### src/rtl/rll17_encoder.sv
module rll17_encoder (
  input  logic       clk,
  input  logic       rst_n,
  input  logic       sector_start,
  input  logic       in_valid,
  output logic       in_ready,
  input  logic [1:0] in_pair,
  input  logic       in_last,
  output logic       cw_valid,
  output logic [2:0] cw_word
);
  logic [1:0] cur;
  logic       cur_v, cur_last, sub;

  function automatic logic [2:0] base_word(input logic [1:0] p);
    case (p)
      2'b00:   base_word = 3'b101;
      2'b01:   base_word = 3'b100;
      2'b10:   base_word = 3'b001;
      default: base_word = 3'b010;
    endcase
  endfunction

  logic flush, take, head, emit;
  logic [2:0] word;

  assign flush    = cur_v && cur_last;
  assign in_ready = !flush && !sector_start;
  assign take     = in_valid && in_ready;
  assign head     = !sub && !cur[0] && !in_pair[1];
  assign emit     = !sector_start && cur_v && (flush || take);
  assign word     = sub ? 3'b000 :
                    (take && head) ? base_word({cur[1], in_pair[0]}) : base_word(cur);

  always_ff @(posedge clk) begin
    if (!rst_n) begin
      cur      <= 2'b00;
      cur_v    <= 1'b0;
      cur_last <= 1'b0;
      sub      <= 1'b0;
      cw_valid <= 1'b0;
      cw_word  <= 3'b000;
    end else begin
      cw_valid <= emit;
      if (emit) cw_word <= word;
      if (sector_start) begin
        cur_v <= 1'b0;
        sub   <= 1'b0;
      end else if (flush) begin
        cur_v <= 1'b0;
        sub   <= 1'b0;
      end else if (take) begin
        cur      <= in_pair;
        cur_last <= in_last;
        cur_v    <= 1'b1;
        sub      <= cur_v && head;
      end
    end
  end
endmodule


### config.mk
export PLATFORM = sky130hd
export DESIGN_NAME = rll17_encoder
export DESIGN_NICKNAME = d
export VERILOG_FILES = /design/src/rtl/rll17_encoder.sv
export SDC_FILE = /design/constraint.sdc
export NUM_CORES = 1
export LEC_CHECK = 0
export CORE_AREA = 5 5 42 44
export CTS_CLUSTER_SIZE = 28
export DETAILED_ROUTE_END_ITERATION = 16
export DIE_AREA = 0 0 47 49
export DONT_BUFFER_PORTS = 1
export GPL_ROUTABILITY_DRIVEN = 1
export MAX_ROUTING_LAYER = met4
export SLEW_MARGIN = 20
export SYNTH_ARGS = -nofsm -noshare
export SYNTH_HDL_FRONTEND = slang
export SYNTH_SLANG_ARGS = --single-unit
### constraint.sdc
create_clock -name clk -period 1.5 [get_ports clk]
set_input_delay 0.375 -clock clk [delete_from_list [all_inputs] [get_ports clk]]
set_output_delay 0.375 -clock clk [all_outputs]
set_load 0.005 [all_outputs]
# Word level (Yosys, flattened, before mapping)
# Cells that the tools add are included.
# W data, S select, Z words.
op_classes:
  n_eq_ne: 4
  muxes: 4
  n_bitwise: 3
  reduce_logical: 19
ops:
  columns: ["operator", "n"]
  rows:
  - ["$pmux W3 S3", 2]
  - ["$logic_and A1 B1 Y1", 9]
  - ["$mux W3", 2]
  - ["$logic_not A1 Y1", 5]
  - ["$eq A2 B1 Y1 const B", 2]
  - ["$eq A2 B2 Y1 const B", 2]
  - ["$logic_not A2 Y1", 2]
  - ["$not A1 Y1", 3]
  - ["$reduce_and A3 Y1", 1]
  - ["$reduce_or A3 Y1", 1]
  - ["$logic_or A1 B1 Y1", 1]
word_totals:
  ff_bits: 9
  elab_cells: 36

# Longest topological paths before layout
# Gate-level depths: netlist of the first run.
logic_depth:
  ltp_word: 7
  ltp_mapped: 4

# Worst setup path before layout of the first run
# OpenSTA, ideal clock, no wires.
synth_timing:
  path_type: "input-to-reg"
  start: "input port sector_start"
  end: "register cw_word[1]"
  t_arrival_ns: 1.088
  t_required_ns: 1.404
  setup_slack_ns: 0.316
  cell_stages: 3
  path_cell_list: "o21bai_2 -> or2_1 -> o41ai_2"
synth_between:
  elab_chain_len: 6
synth_lines:
  columns: ["element", "line_no", "source"]
  rows:
  - ["from (decl)", "4", "input logic sector_start,"]
  - ["$logic_not A1 Y1 (*)", "28, 31", null]
  - ["$logic_and A1 B1 Y1", "28", "assign in_ready = !flush && !sector_start;"]
  - ["$logic_and A1 B1 Y1", "29", "assign take = in_valid && in_ready;"]
  - ["$logic_and A1 B1 Y1", "33", "(take && head) ? base_word({cur[1], in_pair[0]}) : base_word(cur);"]
  - ["$mux W3", "33", null]
  - ["$mux W3", "32", "assign word = sub ? 3'b000 :"]
  - ["to (signal assigned)", "45", "if (emit) cw_word <= word;"]
  - ["to (decl)", "10", "output logic [2:0] cw_word"]
# Mark *: on every way between the ends. The rest lies on a longest branch, timed or not.
# A chain may end at the register's enable or synchronous reset.

# Worst setup path in the final report of the first run
layout_timing:
  start: "register cur_last"
  end: "output port in_ready"
layout_between:
  elab_chain_len: 3
layout_lines:
  columns: ["element", "line_no", "source"]
  rows:
  - ["from (decl)", "13", "logic cur_v, cur_last, sub;"]
  - ["from (signal assigned)", "54", "cur_last <= in_last;"]
  - ["$logic_and A1 B1 Y1", "27", "assign flush = cur_v && cur_last;"]
  - ["$logic_not A1 Y1", "28", null]
  - ["$logic_and A1 B1 Y1", "28", null]
  - ["to (decl)", "6", "output logic in_ready,"]
# Every way passes these cells.

==> results of run 1 <==
-- sequential cells by signal (all words and copies together) (netlist names) --
register / flops
cw_word: 3
cur: 2
cur_last: 1
cur_v: 1
cw_valid: 1
sub: 1
-- through the flow --
| stage | cell area [µm²] | setup slack (ns) |
|---|---|---|
| after floorplan | 375 | 0.316 |
| after global placement | 403 | 0.289 |
| after detailed placement | 403 | 0.258 |
| after CTS | 429 | 0.0705 |
| after global routing | 429 | 0.00854 |
| final | 429 | 0.0824 |
-- cell usage after synthesis (all sizes together) --
library cell / instances / share of area (%)
a21oi: 6 / 8.0
nor2: 1 / 1.0
a32o: 1 / 2.7
a21o: 1 / 2.0
o21ai: 5 / 6.7
nor4b: 1 / 2.3
o41ai: 1 / 4.3
inv: 5 / 5.0
nand2: 2 / 2.0
o211ai: 1 / 2.0
nor4: 1 / 1.7
dfxtp: 9 / 48
a41oi: 1 / 2.3
or2: 1 / 1.7
nand3: 4 / 5.3
or4: 1 / 2.0
o21bai: 1 / 3.0
-- routing by layer --
| metal | vias up | routed length (µm) | global-route usage, % |
|---|---|---|---|
| met5 | - | 0 | - |
| met4 | 0 | 14 | 4.15 |
| met3 | 2 | 74 | 6.64 |
| met2 | 9 | 438 | 13.8 |
| met1 | 161 | 336 | 8.87 |
| li1 | 167 | - | - |
-- critical path, stage by stage, from the launching register on --
cell and delay, ns:
dfxtp_1 0.36, a21o_1 0.21, inv_2 0.05, buf_4 0.15
-- kinds of logic (layout without fill, tap and decap cells) --
family | after synthesis | count (layout) | synth area share (%)
AOI/OAI and AO/OA | 17 | 17 | 31.0
and+or+nand+nor | 11 | 11 | 16.0
DFF | 9 | 9 | 48.0
buffers and inverters | 5 | 10 | 5.00
-- power by group through the flow --
stage	Sequential [µW]	Clock, µW	Combinational, µW
floorplan	255	0	24.7
finish	251	186	32.8
global placement	257	0	32.4
detailed placement	257	0	32.9
CTS	251	196	33.2
global route	252	207	37.7
-- final timing paths --
kind                            startpoint  depth (start not counted)         end  slack, ns
worst max-delay path              cur_last                          3    in_ready       0.08
worst min-delay path               in_last                          2    cur_last       0.25
worst max register to register       cur_v                          3  cw_word[2]       0.31
worst min register to register      cur[1]                          2  cw_word[1]       0.49
-- area by class of cell --
class                   count  area, µm²
repair buffers              1       7.51
inverters                   5       18.8
multi-input cells          28        176
fillers                   155        972
well taps                  16       20.0
flip-flops and latches      9        180
clock buffers               4       26.3
==> metrics, run 1 <==
Nets 55; share of layout cells above drive strength 1 14.9%; Final Core Density 30.6%; worst hold margin 0.253 ns; number of non-filler instances in the completed layout 63; largest net degree at the start of global routing 8; WL final 863 µm; Avg Cell Area, Syn 8.94 µm²; area growth from synthesis to layout 14.3%; fin crit share 94.5%; # setup viols final 0; CP endpoint kind primary output; Synth cell types 18; H-tree Lvls 1; sequential power share 53.5%; placeable core area 1400 µm²; Setup Fix Bufs, Post-CTS 0; unrepaired setup endpoints after global routing false; Post-Syn Area 375 µm²; DR pass1 iterations 3; Final ANT Viol Nets 0; antenna violations before repair 0; sw frac 23.2%; Die Width 47 µm; Initial Util 26.8%; #FFs+latches synth 9; Comb power frac 7.0%; outcome complete, no violations; vias in the first global route 347; nature of the critical path startpoint flop; # DRC 0; height of the die 49 µm; YS warnings 0; worst rel slew slack 77.9%; setup TNS 0 ns; Worst VDD drop 0.000528 V; WS Path Type flop to primary output; vias 339; post-synthesis sequential area ratio 48.0%; CP arrival 1.04 ns; Final Power 470 µW; die area 2300 µm²; Clock Latency Late Sink 0.26 ns; DRT iter0 DRCs 1; count of final hold-check violations 0; post-DR wirelength/cell 13.7 µm; I/O Buffers 0; final critical-path required period 1.42 ns; Crit Path Max Fanout 6; IO Count 12; gp weighted congestion 0.704; Psw 109 µW; total track usage 9.27%; class of the worst hold path input pin to flop; Net Count, Synth 49; Hold Buf Count CTS 0; Setup Skew 0.00831 ns; first-pass GRT wire length 1480 µm; Longest Clk Path Bufs 2; GRT overflow 0; Max Fclk 705 MHz; placed cells 59; Cell Int Power 361 µW; post-cts resize count 0; Site Rows 14; CTS root buf clkbuf_4; Via-to-Cell Ratio 5.38; most frequent cells in the layout dfxtp_1, a21oi_1, o21ai_0; leakage 0.000158 µW; Max Slew Vio Count 0; # clock sinks 9; Max-cap violations 0; Post-DP HPWL 649 µm; Reg clk slew, reported paths 0.06 ns; actual slew at the worst max-slew pin 0.327 ns; clock share of power 39.6%; antenna cells 0; Synth Instances 42; CTS tree done; CTS buffer count 3; most common cell after layout, fill and taps aside dfxtp_1; worst path required time 1.12 ns; power per cell area 1100 nW/µm²
Power figures use the tool's default switching activity.
==> inputs of run 2 (changes only) <==
Settings changed: CELL_PAD_IN_SITES_DETAIL_PLACEMENT set to 0, CELL_PAD_IN_SITES_GLOBAL_PLACEMENT set to 2, PLACE_DENSITY_LB_ADDON set to 0.1.
==> run 2 against run 1 <==
Net effect: sequential power about the same; worst hold slack about the same; final cell count fell by 1.6%; sequential share of layout area rose by 0.75 points; non-clock buffer count is 1 lower; first-iteration DRC count did not move; count of clock-buffer cells in the layout is the same; critical path depth down 1; flip-flop and latch count unchanged; cell area decreased by 1.7%; die area did not move; critical path type unchanged; largest power group unchanged; highest routed layer unchanged.
==> metrics, run 2 (synthesized netlist as in run 1, its figures left out) <==
largest net degree at the start of global routing 8 (unchanged); leakage 0.000154 µW (-3.0%); I/O Buffers 0 (unchanged); Cell Int Power 359 µW (-0.49%); Max Fclk 755 MHz (+7.0%); DR pass1 iterations 2 (-1); max reg flops 3 (unchanged); R2R setup slack 0.22 ns (-0.09 ns); worst path required time 1.12 ns (about the same); Max-cap violations 0 (unchanged); Crit Path Max Fanout 7 (+1); CTS tree done; Max Slew Vio Count 0 (unchanged); Via-to-Cell Ratio 5.35 (-0.49%); Site Rows 14 (unchanged); Final ANT Viol Nets 0 (unchanged); Setup Fix Bufs, Post-CTS 0 (unchanged); DRT iter0 DRCs 1 (unchanged); Final Core Density 30.1% (-0.54 points); Post-DP HPWL 704 µm (+8.4%); unrepaired setup endpoints after global routing false; antenna violations before repair 0 (unchanged); WS Path Type flop to primary output; Reg area 180 µm² (unchanged); vias in the first global route 361 (+4.0%); CTS root buf clkbuf_4; power per cell area 1120 nW/µm² (+1.9%); Critical Path Start cur_v; # DRC 0 (unchanged); placeable core area 1400 µm² (unchanged); IO Count 12 (unchanged); Worst VDD drop 0.000513 V (-2.9%); worst reg2reg path depth 4 (+1); H-tree Lvls 1 (unchanged); Reg clk slew, reported paths 0.06 ns (about the same); Psw 111 µW (+2.2%); actual slew at the worst max-slew pin 0.318 ns (-0.00943 ns); fin crit share 88.3% (-6.2 points); Die Width 47 µm (unchanged); setup TNS 0 ns (unchanged); Clock Latency Late Sink 0.26 ns (about the same); first-pass GRT wire length 1420 µm (-3.7%); Regs by FF count cw_word (3), cur (2); count of final hold-check violations 0 (unchanged); Reg with most FFs cw_word; Nets 54 (-1.8%); post-cts resize count 0 (unchanged); multi-input logic area 176 µm² (unchanged); GRT overflow 0 (unchanged); Comb power frac 6.5% (-0.5 points); post-DR wirelength/cell 14.4 µm (+5.4%); most frequent cells in the layout dfxtp_1, a21oi_1, o21ai_0; clock share of power 40.1% (+0.5 points); Setup Skew 0.00537 ns (-0.00294 ns); sw frac 23.7% (+0.48 points); Initial Util 26.8% (unchanged); share of layout cells above drive strength 1 13.0% (-1.9 points); Hold Buf Count CTS 0 (unchanged); WL final 895 µm (+3.7%); final critical-path required period 1.32 ns (-0.0933 ns); CP endpoint kind primary output; die area 2300 µm² (unchanged); height of the die 49 µm (unchanged); CTS buffer count 3 (unchanged); class of the worst hold path input pin to flop; most common cell after layout, fill and taps aside dfxtp_1; # clock sinks 9 (unchanged); area growth from synthesis to layout 12.3%; antenna cells 0 (unchanged); sequential power share 53.4% (about the same); Filler Cells Inserted 161 (+3.9%); Longest Clk Path Bufs 2 (unchanged); # setup viols final 0 (unchanged); CP arrival 0.95 ns (-0.09 ns); gp weighted congestion 0.760 (+7.9%); vias 332 (-2.1%); worst r2r dst cw_word[1]; crit path to in_ready; worst rel slew slack 78.5% (+0.64 points); nature of the critical path startpoint flop; total track usage 9.11% (-0.16 points); outcome complete, no violations; reg2reg start cur_v
-- run 2: area by class of cell --
| cell class | instances | area share [%] |
|---|---|---|
| Clock buffer | 4 | 6.23 |
| Inverter | 5 | 4.45 |
| Multi-Input combinational cell | 28 | 41.8 |
| Sequential cell | 9 | 42.7 |
| Tap cell | 16 | 4.75 |
-- run 2: critical path, cell delays in order (launching register included) --
cell	delay (ns)
dfxtp_1	0.33
a21o_1	0.23
inv_2	0.13
-- run 2: how the worst min path moves through the flow --
stage	startpoint	to	slack [ns]	cells after the start
3_3_place_gp	cw_word[2]	cw_word[2]	0.49	2
6_report	in_last	cur_last	0.25	2
3_5_place_dp	cur[1]	cw_word[1]	0.49	2
2_1_floorplan	cur[1]	cw_word[1]	0.45	2
4_1_cts	in_last	cur_last	0.25	2
5_1_grt	in_last	cur_last	0.26	2
-- run 2: metal layers --
metal  share of wire (%)  track usage [%]  vias up
met5                   0                -        -
met4                0.67             3.23        0
met3                  14             9.23        2
met2                  43             12.0       16
met1                  42             9.05      152
li1                    -                -      162
-- run 2: stage by stage --
step                hold slack, ns  worst slack [ns]  instance area [µm²]  power, µW  instances
detailed placement           0.490             0.213                  395        288         58
global route                 0.258             0.128                  422        497         62
global placement             0.485             0.244                  395        287         58
finish                       0.253             0.176                  422        471         62
CTS                          0.254             0.163                  422        478         62
floorplan                    0.452             0.316                  375        280         42
-- run 2: power groups by stage --
stage | clock network, µW | logic [µW] | registers, µW
2_1_floorplan | 0 | 24.7 | 255
3_3_place_gp | 0 | 30.3 | 257
3_5_place_dp | 0 | 31.3 | 257
4_1_cts | 195 | 31.3 | 252
5_1_grt | 210 | 35.2 | 252
6_report | 189 | 30.7 | 251
